`src/rtl/wsmont_pkg.sv`:
```
package wsmont_pkg;

  typedef enum logic [1:0] {
    SEQ_IDLE,
    SEQ_RUN,
    SEQ_DRAIN
  } seq_state_e;

  // Cycles between consecutive passes at the head of the chain: the head
  // element needs its sweep plus a flush slot, and the tail element must
  // have written word k before the head reads it again.
  function automatic int pass_period(input int words, input int pes);
    return (2 * pes + 1 > words + 2) ? 2 * pes + 1 : words + 2;
  endfunction

endpackage

```
`src/rtl/wsmont_pe.sv`:
```
module wsmont_pe #(
  parameter int W  = 8,
  parameter int JW = 4,
  parameter int E  = 8
) (
  input  logic          clk,
  input  logic          rst_n,
  input  logic          in_v,
  input  logic [JW-1:0] in_j,
  input  logic          in_last,
  input  logic [W-1:0]  in_y,
  input  logic [W-1:0]  in_m,
  input  logic [W-1:0]  in_s,
  input  logic          in_xb,
  output logic          s_v,
  output logic [JW-1:0] s_idx,
  output logic          s_last,
  output logic [W-1:0]  s_word,
  output logic [W-1:0]  dn_y,
  output logic [W-1:0]  dn_m
);

  localparam logic [JW-1:0] TOPJ = JW'(E);

  logic          first;
  logic          xb_eff, qsel;
  logic [W:0]    a_sum, b_sum;
  logic          xq, qq, ca, cb;
  logic [W-1:0]  uprev;
  logic          flush, flush_last;
  logic [W-1:0]  y1, m1;

  assign first  = (in_j == '0);
  assign xb_eff = first ? in_xb : xq;

  always_comb begin
    a_sum = {1'b0, in_s} + (xb_eff ? {1'b0, in_y} : '0)
          + {{W{1'b0}}, ca & ~first};
    qsel  = first ? a_sum[0] : qq;
    b_sum = {1'b0, a_sum[W-1:0]} + (qsel ? {1'b0, in_m} : '0)
          + {{W{1'b0}}, cb & ~first};
  end

  always_ff @(posedge clk) begin
    if (!rst_n) begin
      y1 <= '0; m1 <= '0; dn_y <= '0; dn_m <= '0;
      xq <= 1'b0; qq <= 1'b0; ca <= 1'b0; cb <= 1'b0; uprev <= '0;
      flush <= 1'b0; flush_last <= 1'b0;
      s_v <= 1'b0; s_idx <= '0; s_last <= 1'b0; s_word <= '0;
    end else begin
      y1   <= in_y;
      m1   <= in_m;
      dn_y <= y1;
      dn_m <= m1;
      flush      <= in_v && (in_j == TOPJ);
      flush_last <= in_last;
      if (in_v) begin
        xq    <= xb_eff;
        qq    <= qsel;
        ca    <= a_sum[W];
        cb    <= b_sum[W];
        uprev <= b_sum[W-1:0];
      end
      if (flush) begin
        s_v    <= 1'b1;
        s_idx  <= TOPJ;
        s_last <= flush_last;
        s_word <= {1'b0, uprev[W-1:1]};
      end else begin
        s_v    <= in_v && !first;
        s_idx  <= in_j - JW'(1);
        s_last <= in_last;
        s_word <= {b_sum[0], uprev[W-1:1]};
      end
    end
  end

  // nothing carries out of the top word when the sweep closes
  a_r10_top_word_clear: assert property (@(posedge clk) disable iff (!rst_n)
    flush |-> (ca == 1'b0 && cb == 1'b0));

  // output sweep begins two cycles after the input sweep
  a_r9_two_stage_gap: assert property (@(posedge clk) disable iff (!rst_n)
    $rose(in_v) |-> ##2 $rose(s_v));

endmodule

```
`src/rtl/wsmont_seq.sv`:
```
module wsmont_seq
  import wsmont_pkg::*;
#(
  parameter int N = 64,
  parameter int W = 8,
  parameter int P = 4
) (
  input  logic                        clk,
  input  logic                        rst_n,
  input  logic                        start,
  input  logic [N-1:0]                op_x,
  input  logic                        fin,
  output logic                        load,
  output logic                        f_v,
  output logic [$clog2(N/W+1)-1:0]    f_j,
  output logic                        f_last,
  output logic [P-1:0]                xbits,
  output logic                        done
);

  localparam int E  = N / W;
  localparam int NP = N / P;
  localparam int T  = pass_period(E, P);
  localparam int CW = $clog2(T);
  localparam int PW = (NP > 1) ? $clog2(NP) : 1;
  localparam int JW = $clog2(E + 1);

  seq_state_e    state;
  logic [CW-1:0] cnt;
  logic [PW-1:0] pass;
  logic [N-1:0]  xsh;

  assign load   = (state == SEQ_IDLE) && start;
  assign f_v    = (state == SEQ_RUN) && (cnt <= CW'(E));
  assign f_j    = f_v ? cnt[JW-1:0] : '0;
  assign f_last = (pass == PW'(NP - 1));
  assign xbits  = xsh[P-1:0];

  always_ff @(posedge clk) begin
    if (!rst_n) begin
      state <= SEQ_IDLE;
      cnt   <= '0;
      pass  <= '0;
      xsh   <= '0;
      done  <= 1'b0;
    end else begin
      done <= fin;
      case (state)
        SEQ_IDLE: begin
          if (start) begin
            state <= SEQ_RUN;
            cnt   <= '0;
            pass  <= '0;
            xsh   <= op_x;
          end
        end
        SEQ_RUN: begin
          if (cnt == CW'(T - 1)) begin
            cnt  <= '0;
            pass <= pass + PW'(1);
            xsh  <= xsh >> P;
          end else begin
            cnt <= cnt + CW'(1);
          end
          if (f_last && cnt == CW'(E)) state <= SEQ_DRAIN;
        end
        default: begin
          if (fin) state <= SEQ_IDLE;
        end
      endcase
    end
  end

  // bit group stays put for the whole head sweep
  a_r8_xbits_hold: assert property (@(posedge clk) disable iff (!rst_n)
    (f_v && f_j != '0) |-> $stable(xbits));

  // a start during a run never returns the sequencer to idle
  a_r6_busy_hold: assert property (@(posedge clk) disable iff (!rst_n)
    (state == SEQ_RUN && start) |=> (state != SEQ_IDLE));

endmodule

```
`src/rtl/wsmont_mul.sv`:
```
module wsmont_mul #(
  parameter int N = 64,
  parameter int W = 8,
  parameter int P = 4
) (
  input  logic         clk,
  input  logic         rst_n,
  input  logic         start,
  input  logic [N-1:0] op_x,
  input  logic [N-1:0] op_y,
  input  logic [N-1:0] op_m,
  output logic         done,
  output logic [N:0]   res
);

  localparam int E     = N / W;
  localparam int JW    = $clog2(E + 1);
  localparam int DEPTH = 2 ** JW;
  localparam int PADW  = DEPTH * W - N;

  logic                 load, f_v, f_last, fin;
  logic [JW-1:0]        f_j;
  logic [P-1:0]         xbits;

  logic [DEPTH*W-1:0]   y_all, m_all;
  logic [N-1:0]         s_all;
  logic                 s_top;

  logic [P:0]           c_v, c_last;
  logic [JW-1:0]        c_j [P+1];
  logic [W-1:0]         c_y [P+1];
  logic [W-1:0]         c_m [P+1];
  logic [W-1:0]         c_s [P+1];

  wsmont_seq #(.N(N), .W(W), .P(P)) u_seq (
    .clk(clk), .rst_n(rst_n), .start(start), .op_x(op_x), .fin(fin),
    .load(load), .f_v(f_v), .f_j(f_j), .f_last(f_last), .xbits(xbits),
    .done(done)
  );

  // head of chain: sequencer slot plus word reads from local storage
  assign c_v[0]    = f_v;
  assign c_j[0]    = f_j;
  assign c_last[0] = f_last;
  assign c_y[0]    = y_all[f_j*W +: W];
  assign c_m[0]    = m_all[f_j*W +: W];
  assign c_s[0]    = (f_j == JW'(E)) ? {{(W-1){1'b0}}, s_top} : s_all[f_j*W +: W];

  for (genvar k = 0; k < P; k++) begin : g_pe
    wsmont_pe #(.W(W), .JW(JW), .E(E)) u_pe (
      .clk(clk), .rst_n(rst_n),
      .in_v(c_v[k]), .in_j(c_j[k]), .in_last(c_last[k]),
      .in_y(c_y[k]), .in_m(c_m[k]), .in_s(c_s[k]), .in_xb(xbits[k]),
      .s_v(c_v[k+1]), .s_idx(c_j[k+1]), .s_last(c_last[k+1]),
      .s_word(c_s[k+1]), .dn_y(c_y[k+1]), .dn_m(c_m[k+1])
    );
  end

  assign fin = c_v[P] && (c_j[P] == JW'(E)) && c_last[P];

  always_ff @(posedge clk) begin
    if (!rst_n) begin
      y_all <= '0;
      m_all <= '0;
      s_all <= '0;
      s_top <= 1'b0;
    end else if (load) begin
      y_all <= {{PADW{1'b0}}, op_y};
      m_all <= {{PADW{1'b0}}, op_m};
      s_all <= '0;
      s_top <= 1'b0;
    end else if (c_v[P]) begin
      if (c_j[P] == JW'(E)) s_top <= c_s[P][0];
      else                  s_all[c_j[P]*W +: W] <= c_s[P];
    end
  end

  assign res = {s_top, s_all};

  // tail writes climb one index per cycle
  a_r11_write_order: assert property (@(posedge clk) disable iff (!rst_n)
    (c_v[P] && c_j[P] != '0) |-> ($past(c_v[P]) && $past(c_j[P]) == c_j[P] - JW'(1)));

  // Y and M words leave the chain aligned with the S word index
  a_r9_word_align: assert property (@(posedge clk) disable iff (!rst_n)
    c_v[P] |-> (c_y[P] == y_all[c_j[P]*W +: W] && c_m[P] == m_all[c_j[P]*W +: W]));

  // done lasts a single cycle
  a_r5_done_pulse: assert property (@(posedge clk) disable iff (!rst_n)
    done |=> !done);

endmodule

```
`config.mk`:
```
export PLATFORM = sky130hd
export DESIGN_NAME = wsmont_mul
export DESIGN_NICKNAME = d
export VERILOG_FILES = /design/src/rtl/wsmont_pkg.sv /design/src/rtl/wsmont_pe.sv /design/src/rtl/wsmont_seq.sv /design/src/rtl/wsmont_mul.sv
export SDC_FILE = /design/constraint.sdc
export NUM_CORES = 1
export LEC_CHECK = 0
export BUFFER_PORTS_ARGS = -buffer_cell sky130_fd_sc_hd__buf_4
export CAP_MARGIN = 10
export CORE_ASPECT_RATIO = 1.1
export CORE_MARGIN = 10
export CORE_UTILIZATION = 35
export CTS_CLUSTER_DIAMETER = 120
export CTS_CLUSTER_SIZE = 8
export DETAILED_ROUTE_END_ITERATION = 16
export PLACE_DENSITY_LB_ADDON = 0.15
export SETUP_SLACK_MARGIN = 0.5
export SYNTH_ARGS = -nofsm -noshare
export SYNTH_HDL_FRONTEND = slang
export SYNTH_SLANG_ARGS = --single-unit
```
`constraint.sdc`:
```
create_clock -name clk -period 4.65 [get_ports clk]
set_input_delay 0.6975 -clock clk [delete_from_list [all_inputs] [get_ports clk]]
set_output_delay 0.6975 -clock clk [all_outputs]
set_load 0.02 [all_outputs]
```
# Word level (Yosys, flattened, before mapping)
# Index checks and enable logic that the tools add are counted.
[op_classes]
shift = 5
eq_ne = 12
muxes = 43
n_div = 0
mul = 0
magnitude_cmp = 1
addsub = 23
bitwise = 14
n_reduce_logical = 34
[ops]
columns = ["cell", "n"]
rows = [
  ["variable part select 128 x 8 -> 8 bit", 2],
  ["two-way mux 64 bit", 2],
  ["one-hot mux 64 bit (2 select lines)", 1],
  ["adder 8 x 9 -> 9 bit", 8],
  ["adder 9 x 1 -> 9 bit", 8],
  ["two-way mux 8 bit", 9],
  ["bitwise mux 64 bit", 1],
  ["variable shift 8 x 34 -> 64 bit, first input constant", 1],
  ["variable part select 64 x 8 -> 8 bit", 1],
  ["variable part select 8 x 34 -> 64 bit", 1],
  ["negator 7 -> 34 bit", 1],
  ["equality test 4 bit, second input constant", 8],
  ["two-way mux 4 bit", 8],
  ["logical NOT 4 bit", 4],
  ["two-way mux 1 bit", 16],
  ["one-hot mux 4 bit (2 select lines)", 2],
  ["subtractor 4 x 1 -> 4 bit, second input constant", 4],
  ["logical AND 1 bit", 13],
  ["OR reduction 2 bit", 5],
  ["adder 4 x 1 -> 4 bit, second input constant", 2],
  ["AND 1 bit", 8],
  ["two-way mux 2 bit", 3],
  ["!= test 2 bit, second input constant", 3],
  ["NOT 1 bit", 6],
  ["other kinds (9)", 15],
]
[word_totals]
n_memories = 0
elab_cells = 205
input_bits = 195
output_inout_bits = 66
rom_bits = 0
ram_bits = 0
latch_bits = 0
register_bits = 476

# Longest topological paths before layout
[depth]
ltp_word = 12
ltp_mapped = 22
ltp_nobuf = 20

# By module
# From an unflattened synthesis, not the netlist that was laid out.
[unflattened]
cells_unflattened = 2279
area_unflattened_um2 = 23337.4
[modules_own_cells]
columns = ["module", "cells_per_inst", "area_each_um2", "n_inst", "seq_area_each_um2"]
rows = [
  ["wsmont_pe", 258, 2571.2, 4, 1181.1],
  ["wsmont_mul", 869, 9306.4, 1, 3863.7],
  ["wsmont_seq", 378, 3746.1, 1, 1501.4],
]

# Least setup slack after synthesis
# OpenSTA, ideal clock, no wires.
[synth_timing]
path_kind = "register -> register"
start = "reg u_seq.state[0]"
end = "reg g_pe[0].u_pe.uprev[6]"
setup_time_ps = 86
path_slack_ps = 175
t_required_ps = 4564
path_stages_with_launch = 22
arrival_time_ps = 4389
n_path_buf = 3
path_cell_list = "dfxtp_1 buf_2 and4bb_1 buf_4 inv_2 buf_2 ha_1 nand2_1 nand2_1 a21o_1 nor2_1 fa_1 nand3_1 a21o_1 nor2_1 fa_1 fa_1 a211oi_1 o21ai_0 o21ai_0 xor2_1 a211oi_1"
[synth_via]
elab_chain_cells = 12
[synth_lines]
columns = ["element", "line_no", "rtl"]
rows = [
  ["start: declaration", "wsmont_seq.sv:28", "seq_state_e state;"],
  ["start signal: assignment", "wsmont_seq.sv:41", "state <= SEQ_IDLE;"],
  ["start signal: assignment", "wsmont_seq.sv:51", "state <= SEQ_RUN;"],
  ["start signal: assignment", "wsmont_seq.sv:65", "if (f_last && cnt == CW'(E)) state <= SEQ_DRAIN;"],
  ["equality test 2 x 1 -> 1 bit (*)", "wsmont_seq.sv:34", "assign f_v = (state == SEQ_RUN) && (cnt <= CW'(E));"],
  ["logical AND 1 bit (*)", "wsmont_seq.sv:34", ""],
  ["branches (longest 10 deep; another with adder 8 x 9 -> 9 bit)", "-", ""],
  ["end signal: assignment", "wsmont_pe.sv:62", "uprev <= b_sum[W-1:0];"],
  ["end: declaration", "wsmont_pe.sv:29", "logic [W-1:0] uprev;"],
]
# Every way passes the cells marked *.
# A chain may end at the register's enable or synchronous reset.

# Worst setup path after layout
[layout_timing]
start = "reg u_seq.state[1]"
end = "reg g_pe[0].u_pe.uprev[7]"
# Same word-level chain as after synthesis.

==> summary.txt <==
Yosys reg bits: 472
Final GP Congestion: 0.894
synth-to-layout area growth: 23.0%
RSZ-0062 raised after global routing: true
DP Worst Slack: 49.7 ps
Power per Cell Area: 369 nW/um2
Worst Slack Setup Final: 617 ps
# H-tree levels: 3
Clock Path Buffers: 3
Vias: 17,800
Worst EP required: 5100 ps
final setup violation count: 0
Multi-input gate area: 11,000 um2
Crit. End Element: flip-flop
register area: 9460 um2
largest area contributor in the netlist: dfxtp_1
Starting Density: 35.3%
Setup crit start kind: flip-flop
power after layout: 9.54 mW
hpwl dp: 46.6 mm
CTS Root Cell: clkbuf_16
critical path peak fanout: 6
Unique masters post-synth: 65
Slew HR: 34.4%
Top FF cell, synth: dfxtp_1
WL/cell: 18.4 um
top cells by area, synth: dfxtp_1, nand2_1, a21oi_1, nor2_1, ha_1
Max Slew Vio Count: 0
fin cells: 3,484
# port buffers: 260
Clock transition at path regs: 50 ps
mean post-synth cell area: 8.48 um2
FP Rows: 94
gr usage total: 17.8%
Core Box Area: 59,600 um2
Fmax: 248 MHz
drt total wl: 64.3 mm
maxcap violations: 0
Min Clock Period, post-route: 4030 ps
status: finished, final reports clean
Setup Crit Path Kind: reg2reg
post-synthesis instance area: 21,000 um2
Post-Syn Instances: 2,480
clk_skew: 33.0 ps
clk_lat worst skew: 610 ps
CTS tree: done
vias in the first global route: 18,000
hold slack: 337 ps
first-pass GRT wire length: 101 mm
Worst Path Arrival: 4480 ps
leading cell type in the layout, fill and taps excluded: nand2_1
die height: 277 um
ANT nets after route: 0
Lkg Pwr: 10.4 nW
largest net degree at the start of global routing: 129
Post-synth ARST share: 0%
HP Class: in2reg
setup tns final: 0 ps
final hold violations: 0
initial antenna violation count: 0
nets: 2,990
grt total ovfl: 0
Worst Tran Pin Value: 984 ps
syn_nets: 2,759
I/O pin cnt: 261
fin util: 43.4%
Reg2Reg Setup Slack: 620 ps
Post-Place Cells: 3,397
sequential share of the synthesized area: 44.9%
Syn. warnings: 0
fin crit share: 86.7%
maximum vdd drop: 232 uV
Die W: 254 um
commonest non-fill, non-tap cells in the layout: nand2_1, dfxtp_1, buf_4
iteration count of the initial detailed-routing pass: 5
Initial DRC Count: 1,123
EDFF count, synth: 0
fin area: 25,900 um2
CTS Sinks: 472
Fill cells: 5,868
CTS buffer count: 68
drt drc: 0
Yosys top cell area share: 44.9%
Via density: 5.10
die area: 70,300 um2
layout cells sized above 1: 18.2%
ANT cells: 0
DP Area: 23,700 um2
state kept, by name, summed over array words and instances, names as in the netlist, 16 cells and up:
register	count
g_pe.u_pe.dn_y	24
g_pe.u_pe.s_idx	16
g_pe.u_pe.s_word	32
m_all	64
g_pe.u_pe.m1	24
g_pe.u_pe.dn_m	24
u_seq.xsh	64
y_all	64
g_pe.u_pe.uprev	28
g_pe.u_pe.y1	24
s_all	64
Yosys cell counts (16+ instances only):
master	n
a311oi_1	41
nand2_1	521
nor2b_1	66
nand3_1	59
and2_1	123
nor3_1	16
nand2b_1	34
ha_1	68
fa_1	16
dfxtp_1	472
inv_1	38
o21ai_0	34
buf_2	35
nor2_1	235
and3_1	21
clkbuf_1	99
a21oi_1	246
mux2i_1	68
a311oi_2	20
xnor2_1	20
a211oi_1	32
layer usage:
layer / global-route usage, % / part of all wire (%) / wire length, um
met1: 22.0 / 43 / 27900
met2: 30.4 / 49 / 31500
met3: 3.46 / 5.0 / 3180
met4: 5.88 / 2.5 / 1630
met5: 0 / 0 / 0
critical path, cell delays in order (launching register included):
cell and delay (ps):
dfxtp_2 340, and4bb_4 410, mux4_2 340, a211oi_4 290, nor2_2 70, fa_2 390
fa_2 440, a211oi_2 190, o21bai_1 110, a21oi_1 170, xnor2_1 150, ha_1 310
a21oi_2 200, o211ai_1 140, a21oi_1 160, nand3b_1 120, a21oi_1 70
cell type report:
class                      count  share of cell area (%)
sequential                   472                    36.6
tap                          768                    3.71
inverter                      41                   0.634
timing repair buffer         319                    9.44
clock buffer                  68                    6.58
multi-input combinational   1809                    42.5
clock inverter                 7                   0.585
path summary, 6_finish.rpt:
path,from,end,cells past startpoint
worst max register to register,u_seq.state[1]$_SDFFE_PN0P_,g_pe[0].u_pe.uprev[7]$_SDFFE_PN0N_,16
worst min register to register,g_pe[2].u_pe.m1[5]$_SDFF_PN0_,g_pe[2].u_pe.dn_m[5]$_SDFF_PN0_,1
worst max-delay path,u_seq.state[1]$_SDFFE_PN0P_,g_pe[0].u_pe.uprev[7]$_SDFFE_PN0N_,16
worst min-delay path,op_m[46],m_all[46]$_SDFFE_PN0P_,3
power breakdown:
part	switching [mW]	internal [mW]
clock	1.80	2.61
combinational	0.488	0.333
sequential	0.0933	4.21
total	2.38	7.16
repair_timing:
action                     CTS  global route
hold buffers                 0             0
setup buffers                2            10
gates cloned                 0             0
setup endpoints to repair    6            12
gates resized for setup     15            47
pin swaps                    1            18
cell families (layout without fill, tap and decap cells):
family	after synthesis	count (layout)	share of synthesized area [%]
mux	82	82	4.63
fa+ha+maj	84	84	5.57
simple gates	1123	1123	24.3
flops	472	472	44.9
buf+inv	199	435	4.01
compound gates	485	485	15.1
xor+xnor	35	35	1.46
Power figures use the tool's default switching activity.
